### src/rtl/io_port_pkg.sv
package io_port_pkg;
  localparam int BUS_AW = 16;
  localparam int LANE_W = 8;

  typedef struct packed {
    logic rd_hit;
    logic wr_hit;
  } io_sel_t;
endpackage

### src/rtl/io_rst_sync.sv
module io_rst_sync (
  input  logic clk,
  input  logic rst_n,
  output logic rst_sync_n
);
  logic [1:0] stage_q;

  always_ff @(posedge clk or negedge rst_n) begin
    if (!rst_n) stage_q <= 2'b00;
    else        stage_q <= {stage_q[0], 1'b1};
  end

  assign rst_sync_n = stage_q[1];
endmodule

### src/rtl/io_addr_decode.sv
module io_addr_decode
  import io_port_pkg::*;
#(
  parameter bit                WIDE_DECODE = 1'b1,
  parameter logic [BUS_AW-1:0] IN_PORT     = 16'h00F0,
  parameter logic [BUS_AW-1:0] OUT_PORT    = 16'h00F2
) (
  input  logic [BUS_AW-1:0] addr,
  input  logic              mem_io,
  input  logic              rd,
  input  logic              wr,
  output io_sel_t           sel
);
  localparam int CMP_W = WIDE_DECODE ? BUS_AW : 8;

  logic io_cycle;
  logic in_match;
  logic out_match;

  always_comb begin
    io_cycle   = ~mem_io;
    in_match   = (addr[CMP_W-1:0] == IN_PORT[CMP_W-1:0]);
    out_match  = (addr[CMP_W-1:0] == OUT_PORT[CMP_W-1:0]);
    sel.rd_hit = io_cycle & rd & in_match;
    sel.wr_hit = io_cycle & wr & out_match;
  end
endmodule

### src/rtl/io_in_buffer.sv
module io_in_buffer #(
  parameter int DATA_W = 16
) (
  input  logic              enable,
  input  logic [DATA_W-1:0] sw,
  output logic [DATA_W-1:0] rdata,
  output logic              drive
);
  always_comb begin
    drive = enable;
    rdata = enable ? sw : '0;
  end
endmodule

### src/rtl/io_out_latch.sv
module io_out_latch
  import io_port_pkg::*;
#(
  parameter int DATA_W = 16
) (
  input  logic              clk,
  input  logic              rst_n,
  input  logic              load,
  input  logic [DATA_W-1:0] wdata,
  output logic [DATA_W-1:0] q
);
  localparam int LANES = DATA_W / LANE_W;

  for (genvar g = 0; g < LANES; g++) begin : g_lane
    logic [LANE_W-1:0] lane_d;
    logic [LANE_W-1:0] lane_q;

    always_comb begin
      lane_d = lane_q;
      if (load) lane_d = wdata[g*LANE_W +: LANE_W];
    end

    always_ff @(posedge clk or negedge rst_n) begin
      if (!rst_n) lane_q <= '0;
      else        lane_q <= lane_d;
    end

    assign q[g*LANE_W +: LANE_W] = lane_q;
  end
endmodule

### src/rtl/io_port_unit.sv
module io_port_unit
  import io_port_pkg::*;
#(
  parameter bit                WIDE_DECODE = 1'b1,
  parameter logic [BUS_AW-1:0] IN_PORT     = 16'h00F0,
  parameter logic [BUS_AW-1:0] OUT_PORT    = 16'h00F2,
  parameter int                DATA_W      = 16
) (
  input  logic              clk,
  input  logic              rst_n,
  input  logic [BUS_AW-1:0] bus_addr,
  input  logic              bus_mem_io,
  input  logic              bus_rd,
  input  logic              bus_wr,
  input  logic [DATA_W-1:0] bus_wdata,
  input  logic [DATA_W-1:0] sw_in,
  output logic [DATA_W-1:0] rd_data,
  output logic              rd_drive,
  output logic [DATA_W-1:0] led_out
);
  logic    rst_s_n;
  io_sel_t sel;

  io_rst_sync u_rst (
    .clk        (clk),
    .rst_n      (rst_n),
    .rst_sync_n (rst_s_n)
  );

  io_addr_decode #(
    .WIDE_DECODE (WIDE_DECODE),
    .IN_PORT     (IN_PORT),
    .OUT_PORT    (OUT_PORT)
  ) u_dec (
    .addr   (bus_addr),
    .mem_io (bus_mem_io),
    .rd     (bus_rd),
    .wr     (bus_wr),
    .sel    (sel)
  );

  io_in_buffer #(.DATA_W(DATA_W)) u_in (
    .enable (sel.rd_hit),
    .sw     (sw_in),
    .rdata  (rd_data),
    .drive  (rd_drive)
  );

  io_out_latch #(.DATA_W(DATA_W)) u_out (
    .clk   (clk),
    .rst_n (rst_s_n),
    .load  (sel.wr_hit),
    .wdata (bus_wdata),
    .q     (led_out)
  );

  AST_MEM_NO_DRIVE: assert property (@(posedge clk) disable iff (!rst_s_n)
    bus_mem_io |-> !rd_drive);
  AST_DRIVE_NEEDS_READ: assert property (@(posedge clk) disable iff (!rst_s_n)
    !bus_rd |-> (!rd_drive && rd_data == '0));
  AST_DRIVE_SHOWS_SW: assert property (@(posedge clk) disable iff (!rst_s_n)
    rd_drive |-> (rd_data == sw_in));
  AST_WRITE_CAPTURE: assert property (@(posedge clk) disable iff (!rst_s_n)
    sel.wr_hit |=> (led_out == $past(bus_wdata)));
  AST_LATCH_HOLD: assert property (@(posedge clk) disable iff (!rst_s_n)
    !sel.wr_hit |=> $stable(led_out));
  AST_MEM_WRITE_HOLD: assert property (@(posedge clk) disable iff (!rst_s_n)
    (bus_mem_io || !bus_wr) |=> $stable(led_out));
endmodule

### config.mk
export PLATFORM = sky130hd
export DESIGN_NAME = io_port_unit
export DESIGN_NICKNAME = d
export VERILOG_FILES = /design/src/rtl/io_port_pkg.sv /design/src/rtl/io_rst_sync.sv /design/src/rtl/io_addr_decode.sv /design/src/rtl/io_in_buffer.sv /design/src/rtl/io_out_latch.sv /design/src/rtl/io_port_unit.sv
export SDC_FILE = /design/constraint.sdc
export NUM_CORES = 1
export LEC_CHECK = 0
export ABC_AREA = 1
export BUFFER_PORTS_ARGS = -buffer_cell sky130_fd_sc_hd__buf_2
export CORE_MARGIN = 2
export CORE_UTILIZATION = 38
export DETAILED_ROUTE_END_ITERATION = 12
export GPL_ROUTABILITY_DRIVEN = 1
export HOLD_SLACK_MARGIN = 0.12
export PLACE_DENSITY = 0.89
export SLEW_MARGIN = 20
export SYNTH_ARGS = -nofsm -noshare
export SYNTH_HDL_FRONTEND = slang
export SYNTH_SLANG_ARGS = --single-unit
### constraint.sdc
create_clock -name clk -period 1.3 [get_ports clk]
set_input_delay 0.13 -clock clk [delete_from_list [all_inputs] [get_ports clk]]
set_output_delay 0.13 -clock clk [all_outputs]
set_load 0.02 [all_outputs]
==> run metrics, run 1 <==
fin crit share=0.906; CTS root buf=clkbuf_4; Setup Viol. Count Final=0; setup slack, reg-to-reg=0.64 ns; Worst EP required=1.17 ns; Fin. Hold Viols=0; synth warn=0; global-route wire length before repair=4.55 mm; Clk Latency, worst-skew pair=0.29 ns; vias in the first global route=1108; std cell rows=18; # Post-CTS Setup Buffers=0; pre-CTS setup slack=0.0350 ns; maxcap violations=0; Die Span Y=56.1 um; Iter 0 DRT Violations=24; Clock Pin Slew Worst Setup and Hold Paths=0.10 ns; Slew @ Worst Pin=0.621 ns; Reg2Reg Launch Point=u_rst.stage_q[1]; Yosys top cell area share=0.437; total power=1080 uW; H-Tree Depth=1; Syn Area/Cell=8.24 sq um; clock buffer depth=2; Period minus WS final=1.18 ns; die area=3140 sq um; Final Non-Filler Cells=261; Worst Path Max Fanout=17; dpl hpwl=2.12 mm; vias per std cell=4.34; Rel. slew slack=0.586; Placed Cells=240; vias=1133; max-slew violation count=0; GR Overflow Total=0; Total Nets Final=285; Synth Cell Area=1030 sq um; All-Layer GR Usage=0.183; final core occ=0.677; area leader, netlist=dfrtp_1; status=finished clean; crit start category=primary input; post-synthesis sequential area ratio=0.437; fmax=849 MHz; final setup margin=0.122 ns; Crit. End Element=output pin; r2r endpoint=u_out.g_lane[0].lane_q[7]; PwrDens=630 nW/um^2; crit path DAT=1.05 ns; core footprint=2520 sq um; largest net degree at the start of global routing=18; Unique masters post-synth=18; initial core utilization=0.408; worst hold path class=primary input to asynchronous set/reset pin; worst vdd ir=0.482 mV; io pins=86; Area Overhead vs Synth=65.9%; post-DR wirelength/cell=10.9 um; Yosys reg bits=18; worst reg2reg path depth=0; WS Path Type=primary input to output pin; layout cell share with drive strength beyond 1=0.494; leakage=0.00111 uW; total negative slack=0 ns; clk_skew=0.00144 ns; post-synth net total=178; main area contributors after synthesis=dfrtp_1 (44%), nand2_1 (13%), nor2_4 (11%), nand3_1 (8.3%), inv_1 (6.9%); DIE WIDTH=56.1 um; DRC=0; antenna cell count=0; Post-Route WL=2.83 mm; TritonCTS clock tree=built; initial antenna violation count=0; post-route antenna net violation count=0; gpl congestion=0.716; drt first pass iters=2; Clock Sinks=18; CTS Buf Count=3; port bufs=85; Syn Inst Count=125
==> through the flow <==
step / cell area [sq um] / hold slack, ns
floorplan: 1030 / -0.166
global placement: 1490 / -0.0855
detailed placement: 1490 / -0.0828
CTS: 1700 / 0.131
global route: 1710 / 0.125
finish: 1710 / 0.131
==> synthesized netlist by cell type <==
| master | count |
|---|---|
| nand2_1 | 36 |
| inv_1 | 19 |
| dfrtp_1 | 18 |
| nand3_1 | 17 |
| nor2_1 | 10 |
| nor2_4 | 10 |
| nor2_2 | 4 |
| buf_12 | 1 |
| buf_2 | 1 |
| buf_4 | 1 |
| buf_6 | 1 |
| conb_1 | 1 |
| inv_2 | 1 |
| nand2_2 | 1 |
| nand2_4 | 1 |
| nand3_4 | 1 |
| nand4_1 | 1 |
| nor2_8 | 1 |
==> state kept, by name, summed over array words and instances (netlist names) <==
signal and cells:
u_out.g_lane.lane_q 16, u_rst.stage_q 2
==> what timing repair did <==
item / CTS / global route
resized for setup: 0 / 4
endpoints found under the setup margin: 0 / 9
hold buffers: 17 / 0
hold endpoints to repair: 18 / 0
==> layout by cell type, fill, tap and decap left out <==
cell	netlist	routed
nand3_4	1	1
inv_1	19	19
nand2_4	1	1
buf_12	1	1
nand3_1	17	17
nor2_8	1	1
conb_1	1	1
nor2_4	10	10
nand4_1	1	1
dfrtp_1	18	18
buf_2	1	83
inv_2	1	1
nand2_1	36	35
dlygate4sd3_1	0	17
buf_4	1	5
nand2_2	1	2
nor2_2	4	5
clkbuf_4	0	3
nor2_1	10	9
clkbuf_8	0	1
==> routing by layer <==
metal / GRT usage / vias up / part of all wire
li1: - / 586 / -
met3: 0.0302 / 6 / 0.075
met1: 0.197 / 486 / 0.38
met4: 0.0884 / 0 / 0.019
met5: 0 / - / 0
met2: 0.341 / 55 / 0.53
==> cell type report <==
type | instances | area (sq um)
fillers | 212 | 815
repair buffers | 106 | 643
well taps | 30 | 37.5
multi-input cells | 83 | 465
inverters | 20 | 75.1
flip-flops and latches | 18 | 450
clock buffers | 4 | 36.3
==> critical path, stage by stage <==
cell     delay, ns
buf_2         0.10
nor2_1        0.12
nand2_2       0.10
nor2_8        0.10
nand3_4       0.07
buf_12        0.17
nor2_1        0.10
buf_4         0.15
==> cells by family after synthesis <==
kind of cell | synth area share
buffers and inverters | 0.115
other | 0.00364
and+or+nand+nor | 0.444
DFF | 0.437
==> where the power goes <==
part / internal, uW / leakage [uW] / switching (uW)
Combinational: 99.4 / 0.000838 / 58.4
Clock: 171 / 0.0000210 / 175
Sequential: 563 / 0.000247 / 9.46
==> how the worst max path moves through the flow <==
stage                 start                        end
2_1_floorplan  bus_addr[11]                 rd_data[0]
3_3_place_gp   bus_addr[11]  u_out.g_lane[1].lane_q[4]
3_5_place_dp    bus_addr[9]  u_out.g_lane[0].lane_q[5]
4_1_cts         bus_addr[3]                rd_data[13]
5_1_grt         bus_addr[9]                rd_data[15]
6_report       bus_addr[11]                 rd_data[2]
(Power assumes the default switching activity.)
==> run 2: changes to the inputs <==
GPL_TIMING_DRIVEN = 0   (was not set)
==> run 2 against run 1 <==
Worst setup slack worse by 0.065 ns. Critical path depth did not move. Sequential share of layout area is 1.2 points lower. Via count rose by 1.2%. Combinational power up 5%. Hold slack better by 0.13 ns. Sequential power is essentially flat. Clock power shrank 1%. Utilization increased by 3.3 points. Critical path type unchanged. Critical endpoint is now rd_data[4]. Largest power group unchanged. Highest routed layer unchanged.
==> run metrics, run 2 (synthesis results as in run 1) <==
Final Non-Filler Cells=265 (+1.5%); crit start category=primary input; H-Tree Depth=1 (unchanged); CTS Buf Count=3 (unchanged); Largest stage delay, worst path=0.20 ns (+0.03 ns); clock buffer depth=2 (unchanged); dpl hpwl=2.11 mm (-0.50%); setup slack, reg-to-reg=0.62 ns (-0.02 ns); area occupied by multi-input gates=485 sq um (+4.3%); slowest stage cell, crit path=clkbuf_16; io pins=86 (unchanged); vias in the first global route=1101 (-0.63%); Crit. End Element=output pin; worst vdd ir=0.545 mV (+13%); Reg with most FFs=u_out.g_lane.lane_q; fillcell total=227 (+7.1%); status=finished clean; PwrDens=603 nW/um^2 (-4.3%); All-Layer GR Usage=0.177 (-0.00582); TritonCTS clock tree=built; antenna cell count=0 (unchanged); Iter 0 DRT Violations=34 (+42%); GR Overflow Total=0 (unchanged); Fin Hold WS=0.263 ns (+0.132 ns); Slew @ Worst Pin=0.624 ns (+0.00245 ns); CTS root buf=clkbuf_4; total power=1080 uW (+0.28%); Worst Path Max Fanout=8 (-9); DIE WIDTH=56.1 um (unchanged); DRC=0 (unchanged); commonest cells after routing, fill and taps aside=buf_2 (81), nand2_1 (35), inv_1 (19), dlygate4sd3_1 (18), dfrtp_1 (18); Total Nets Final=289 (+1.4%); vias per std cell=4.33 (-0.29%); WP buf/inv=3 (unchanged); initial antenna violation count=0 (unchanged); Worst EP required=1.17 ns (about the same); Clock Sinks=18 (unchanged); Placed Cells=240 (unchanged); post-DR wirelength/cell=10.8 um (-0.47%); global-route wire length before repair=4.44 mm (-2.4%); gpl congestion=0.718 (+0.17%); Period minus WS final=1.24 ns (+0.0647 ns); Largest register FFs=16 (unchanged); sequential cell area=450 sq um (unchanged); leakage=0.00115 uW (+3.7%); Clk Latency, worst-skew pair=0.30 ns (about the same); largest net degree at the start of global routing=17 (-1); Rel. slew slack=0.584 (-0.00164); maxcap violations=0 (unchanged); most common cell after layout, fill and taps aside=buf_2; worst hold path class=register to asynchronous set/reset pin; max-slew violation count=0 (unchanged); post-route antenna net violation count=0 (unchanged); clk_skew=0.0118 ns (+0.0103 ns); crit path DAT=1.11 ns (+0.06 ns); core footprint=2520 sq um (unchanged); fin crit share=0.956 (+0.0498); cell mode on critical path=nor2_2; final setup margin=0.0577 ns (-0.0647 ns); layout cell share with drive strength beyond 1=0.506 (+0.0129); WS Path Type=primary input to output pin; die area=3140 sq um (unchanged); Setup Viol. Count Final=0 (unchanged); total negative slack=0 ns (unchanged); port bufs=85 (unchanged); vias=1147 (+1.2%); Post-Route WL=2.86 mm (+1.1%); fmax=805 MHz (-5.2%); pre-CTS setup slack=-0.0616 ns (-0.0966 ns); initial core utilization=0.408 (unchanged); top flop regs=u_out.g_lane.lane_q (16), u_rst.stage_q (2); Die Span Y=56.1 um (unchanged); Fin. Hold Viols=0 (unchanged); Clock Pin Slew Worst Setup and Hold Paths=0.11 ns (about the same); std cell rows=18 (unchanged); drt first pass iters=4 (+2); Top delay family on crit path=simple AND/OR/NAND/NOR gates; Area Overhead vs Synth=73.9%; worst path cell trace=buf_2 > nor2_2 > nand2_1 > nor2_2 > nand3_4 > clkbuf_16 > nor2_4 > buf_4
-- run 2: cell count changes in the layout (fill, tap and decap cells not counted), moves of 2 or more --
cell | before | now
buf_2 | 83 | 81
buf_4 | 5 | 7
buf_6 | 0 | 2
nor2_1 | 9 | 7
nor2_4 | 10 | 12
-- run 2: cell type report --
class | instances | area share
Buffer | 4 | 0.0245
Clock buffer | 4 | 0.0203
Inverter | 20 | 0.0419
Multi-Input combinational cell | 83 | 0.271
Sequential cell | 18 | 0.252
Tap cell | 30 | 0.0210
Timing Repair Buffer | 106 | 0.370
-- run 2: per-layer routing --
metal,track usage,vias to the layer above,wire [um]
li1,-,591,-
met1,0.194,496,1110
met2,0.343,56,1530
met3,0.0233,4,189
met4,0.0612,0,36
met5,0,-,0
-- run 2: path summary, 6_finish.rpt --
path	startpoint	end	cells after the start
hold / removal	u_rst.stage_q[1]	u_out.g_lane[1].lane_q[0]	0
min in group clk	bus_addr[2]	u_out.g_lane[1].lane_q[3]	6
max in group asynchronous	rst_n	u_rst.stage_q[1]	3
setup reg to reg	u_rst.stage_q[1]	u_out.g_lane[0].lane_q[1]	0
hold reg to reg	u_rst.stage_q[1]	u_out.g_lane[1].lane_q[0]	0
setup / recovery	bus_mem_io	rd_data[4]	8
-- run 2: through the flow --
step / utilization / area, sq um
after detailed placement: 0.592 / 1490
final: 0.710 / 1790
after global placement: 0.592 / 1490
after CTS: 0.677 / 1710
after floorplan: - / 1030
after global routing: 0.710 / 1790
-- run 2: repair_timing --
| item | CTS | global route |
|---|---|---|
| cloned | 0 | 1 |
| endpoints found under the hold margin | 18 | 2 |
| pin swaps | 1 | 5 |
| resized for setup | 0 | 13 |
| endpoints found under the setup margin | 10 | 10 |
| setup buffers | 1 | 1 |
| hold buffers | 17 | 1 |
-- run 2: report_power, final --
group	total (uW)	internal, uW	switching (uW)
combinational	166	103	63.4
sequential	572	563	9.47
clock	341	171	170
